[src/rtl/sio_cfg_port.sv]
module sio_cfg_port #(
  parameter logic [3:0] REVISION     = 4'h1,
  parameter logic [7:0] OPT_RESET    = 8'h02,
  parameter logic [7:0] I2C_RESET    = 8'h00,
  parameter logic [7:0] PINSEL_RESET = 8'h02
) (
  input  logic       clk,
  input  logic       rst_n,
  input  logic       bus_wr,
  input  logic       bus_rd,
  input  logic       bus_addr,
  input  logic [7:0] bus_wdata,
  output logic [7:0] bus_rdata,
  output logic [7:0] dev_num,
  output logic [7:0] dev_reg,
  output logic [7:0] dev_wdata,
  output logic       dev_wr_stb,
  output logic       dev_rd_stb,
  input  logic [7:0] dev_rdata,
  output logic       cfg_fdc_en,
  output logic       cfg_i2c_sel,
  output logic [1:0] cfg_pin_func
);
  localparam logic [7:0] KEY_OPEN  = 8'h87;
  localparam logic [7:0] KEY_CLOSE = 8'hAA;
  localparam logic [7:0] IX_LDN    = 8'h07;
  localparam logic [7:0] IX_ID_HI  = 8'h20;
  localparam logic [7:0] IX_ID_LO  = 8'h21;
  localparam logic [7:0] IX_OPT    = 8'h24;
  localparam logic [7:0] IX_I2C    = 8'h2A;
  localparam logic [7:0] IX_PINSEL = 8'h2C;
  localparam logic [7:0] IX_BANK   = 8'h30;
  localparam logic [7:0] ID_HI     = 8'hA2;
  localparam logic [7:0] ID_LO     = {4'h3, REVISION};

  logic       locked, key_half;
  logic [7:0] index_q, ldn_q, opt_q, i2c_q, pinsel_q;

  wire idx_wr = bus_wr & ~bus_addr;
  wire dat_wr = bus_wr &  bus_addr;
  wire dat_rd = bus_rd &  bus_addr;
  wire banked = index_q >= IX_BANK;

  always_ff @(posedge clk) begin
    if (!rst_n) begin
      locked   <= 1'b1;
      key_half <= 1'b0;
      index_q  <= 8'h00;
      ldn_q    <= 8'h00;
      opt_q    <= OPT_RESET;
      i2c_q    <= I2C_RESET;
      pinsel_q <= PINSEL_RESET;
    end else if (locked) begin
      if (idx_wr) begin
        if (bus_wdata == KEY_OPEN) begin
          key_half <= ~key_half;
          if (key_half) locked <= 1'b0;
        end else begin
          key_half <= 1'b0;
        end
      end
    end else begin
      if (idx_wr) begin
        if (bus_wdata == KEY_CLOSE) locked  <= 1'b1;
        else                        index_q <= bus_wdata;
      end
      if (dat_wr) begin
        case (index_q)
          IX_LDN:    ldn_q    <= bus_wdata;
          IX_OPT:    opt_q    <= bus_wdata;
          IX_I2C:    i2c_q    <= bus_wdata;
          IX_PINSEL: pinsel_q <= bus_wdata;
          default:   ;
        endcase
      end
    end
  end

  always_comb begin
    if (locked)        bus_rdata = 8'hFF;
    else if (!bus_addr) bus_rdata = index_q;
    else if (banked)   bus_rdata = dev_rdata;
    else begin
      case (index_q)
        IX_LDN:    bus_rdata = ldn_q;
        IX_ID_HI:  bus_rdata = ID_HI;
        IX_ID_LO:  bus_rdata = ID_LO;
        IX_OPT:    bus_rdata = opt_q;
        IX_I2C:    bus_rdata = i2c_q;
        IX_PINSEL: bus_rdata = pinsel_q;
        default:   bus_rdata = 8'h00;
      endcase
    end
  end

  assign dev_wr_stb   = dat_wr & ~locked & banked;
  assign dev_rd_stb   = dat_rd & ~locked & banked;
  assign dev_reg      = index_q;
  assign dev_wdata    = bus_wdata;
  assign dev_num      = ldn_q;
  assign cfg_fdc_en   = opt_q[1];
  assign cfg_i2c_sel  = i2c_q[1];
  assign cfg_pin_func = pinsel_q[1:0];
endmodule

[config.mk]
export PLATFORM = sky130hd
export DESIGN_NAME = sio_cfg_port
export DESIGN_NICKNAME = d
export VERILOG_FILES = /design/src/rtl/sio_cfg_port.sv
export SDC_FILE = /design/constraint.sdc
export NUM_CORES = 1
export LEC_CHECK = 0
export BUFFER_PORTS_ARGS = -buffer_cell sky130_fd_sc_hd__buf_2
export CAP_MARGIN = 5
export CORE_ASPECT_RATIO = 1.4
export CORE_MARGIN = 4
export CORE_UTILIZATION = 27
export DETAILED_ROUTE_END_ITERATION = 7
export SLEW_MARGIN = 15
export SYNTH_ARGS = -nofsm -noshare
export SYNTH_HDL_FRONTEND = slang
export SYNTH_SLANG_ARGS = --single-unit
[constraint.sdc]
create_clock -name clk -period 3.03 [get_ports clk]
set_input_delay 0.1515 -clock clk [delete_from_list [all_inputs] [get_ports clk]]
set_output_delay 0.1515 -clock clk [all_outputs]
set_load 0.03 [all_outputs]
==> flow_metrics.tcl <==
set metrics [dict create \
    outcome "completed" \
    hold_viol 0 \
    routabilityCongestion 0.854 \
    grt_max_degree 43 \
    place_inst 380 \
    setup_viol 0 \
    comb_power_share_pct 5.7 \
    n_fill_cell 887 \
    rows 39 \
    cts_max_level 2 \
    slew_headroom_pct 52.7 \
    switchingPower_mw 0.259 \
    synth-seq-area-share_pct 37.6 \
    placedInstanceArea_um2 2560 \
    synthTopCellsByCount "dfxtp_1, mux2i_1, nor2b_1" \
    vdd_drop_max_mv 0.257 \
    grt.total_usage_pct 13.8 \
    crit_path_top_delay_cell "or4b_4" \
    clock_latency_ns 0.29 \
    cp_cell_sequence "or4b_4, or2_2, or3_1, a31oi_1, buf_2" \
    die_area_um2 9820 \
    synth.most_common_cell "dfxtp_1" \
    vias_per_cell 4.89 \
    post-synth-top-area-cell "dfxtp_1" \
    tns_ns 0 \
    cap_viol_max_count 0 \
    synth_edf_count 0 \
    ys_types 39 \
    core_um2 8100 \
    critPathKind "flop to output port" \
    globalRoute.totalOverflow 0 \
    final_cell_area_um2 2700 \
    start_kind "flop" \
    hold_path_class "input port to flop" \
    drt_wl_total_mm 6.55 \
    path_delay_family "simple AND/OR/NAND/NOR gates" \
    rrSetupSlack_ns 0.81 \
    cp.arrival_ns 2.40 \
    layout_min_cycle_time_ns 2.55 \
    route.vias.total 1891 \
    fin_cells 387 \
    synth_top_cells_by_area "dfxtp_1, mux2i_1, nor2b_1" \
    n_antenna_cell 0 \
    drive_above_1_share_pct 26.7 \
    clk_pin_slew_ns 0.06 \
    timing.final.crit_share_pct 84.2 \
    rsz0062_at_grt "no" \
    synth.cell_area_um2 2230 \
    synth-seq-cells 42 \
    finalMaxSlewViolations 0 \
    fmax_mhz 392 \
    grt_pass1_vias 1893 \
    yosys_warnings 0 \
    wl_per_cell_um 16.9 \
    netlist.area_leader.share_pct 37.6 \
    finalNetCount 306 \
    root_buffer "clkbuf_16" \
    powerDensity_nw_per_um2 420 \
    post-dp-hpwl_mm 5.02 \
    antenna_found_initial 0 \
    cts_buffer_depth 2 \
    p_int_mw 0.876 \
    syn_area_per_cell_um2 9.39 \
    crit_buf_inv 1 \
    skew_ns 0.00313 \
    worstPathRequired_ns 2.88 \
    cts_resized 0 \
    endpoint_kind "output port" \
    drc 0 \
    grt_pass1_wl_mm 10.3 \
    postRouteAntennaNets 0 \
    cts_hold_buffers 0 \
    clkPwrFrac_pct 45.6 \
    cts_setup_buffers 0 \
    leakagePower_nw 1.15 \
    tritoncts "done" \
    pin_count 59 \
    synth_flop_cell "dfxtp_1" \
    critical_path.max_stage_delay_ns 0.54 \
    seqPwrFrac_pct 48.7 \
    cts_sinks 42 \
    start_util_pct 27.6 \
    synth_fp_nets 259 \
    worst_slew_pin_slew_ns 0.704 \
    crit_fanout 8 \
    cts_buffers 5 \
    die_w_um 84.9 \
    area_delta_synth_final_pct 20.9 \
    fp.dieH_um 116 \
    drtIter0Drc 143 \
    numPortBuffers 58 \
    synth_cells 238 \
    async_flop_share_pct 0 \
    p_sw_share_pct 22.8 \
    drtPass1Iterations 5 \
]
-- worst min-delay path, cell delays in order --
cell and delay (ns):
buf_2 0.16, mux2i_1 0.09, nand2_1 0.06
-- cell type report --
type | count | area, µm² | share of cell area [%]
Inverter | 2 | 7.51 | 0.278
Clock inverter | 2 | 15.0 | 0.556
Sequential cell | 42 | 841 | 31.1
Clock buffer | 5 | 125 | 4.63
Tap cell | 102 | 128 | 4.72
Multi-Input combinational cell | 172 | 1260 | 46.8
Timing Repair Buffer | 62 | 320 | 11.9
-- cell usage in the layout (no fill, tap or decap), drive strengths merged, types with 2 or more instances in the layout --
cell,Yosys,layout
nand3b,3,3
inv,2,2
nand4bb,2,2
and2,2,2
buf,11,62
or3,2,2
and3b,2,2
dfxtp,42,42
nor3,2,2
clkinvlp,0,2
nand2,15,15
nor2b,39,39
clkbuf,11,5
nand3,2,2
a32oi,2,2
and3,2,2
a221oi,7,7
nor4b,2,2
a21o,2,2
nor4,4,4
a22o,5,5
a31oi,8,8
nor2,9,9
nor3b,2,2
a21oi,5,5
mux2i,40,40
or2,3,3
o21ai,3,3
-- power by group through the flow --
| stage | Sequential (mW) | Clock [mW] | Combinational (mW) |
|---|---|---|---|
| after floorplan | 0.564 | 0 | 0.0364 |
| after global placement | 0.564 | 0 | 0.0658 |
| after detailed placement | 0.564 | 0 | 0.0653 |
| after CTS | 0.552 | 0.529 | 0.0655 |
| after global routing | 0.552 | 0.551 | 0.0698 |
| final | 0.552 | 0.518 | 0.0649 |
-- cell families (layout without fill, tap and decap cells) --
group           count (synthesis)  after routing  share of synthesized area [%]
compound gates                 37             37                           12.2
buf+inv                        24             71                           5.77
flops                          42             42                           37.6
mux                            40             40                           17.9
simple gates                   95             95                           26.5
-- stage by stage --
stage               util, %  hold WS [ns]  setup slack, ns  power [mW]
floorplan                 -         0.277            0.345       0.601
global placement       31.6         0.491            0.853       0.630
detailed placement     31.6         0.492            0.804       0.630
CTS                    33.3         0.202            0.485        1.15
global route           33.3         0.233            0.417        1.17
finish                 33.3         0.203            0.480        1.13
-- final timing paths --
kind	to	from	cells after the start
worst max-delay path	bus_rdata[7]	dev_reg[5]$_SDFFE_PN0P_	5
worst min-delay path	pinsel_q[1]$_SDFFE_PN1P_	bus_wdata[1]	3
worst max register to register	pinsel_q[1]$_SDFFE_PN1P_	dev_reg[5]$_SDFFE_PN0P_	4
worst min register to register	opt_q[5]$_SDFFE_PN0P_	opt_q[5]$_SDFFE_PN0P_	2
-- per-layer routing --
| layer | vias to the layer above | GRT usage [%] | part of all wire (%) |
|---|---|---|---|
| li1 | 941 | - | - |
| met1 | 898 | 14.5 | 40 |
| met2 | 43 | 26.3 | 55 |
| met3 | 9 | 2.42 | 2.3 |
| met4 | 0 | 6.44 | 2.5 |
| met5 | - | 0 | 0 |
Note: power is estimated with default switching activity, not from simulation.
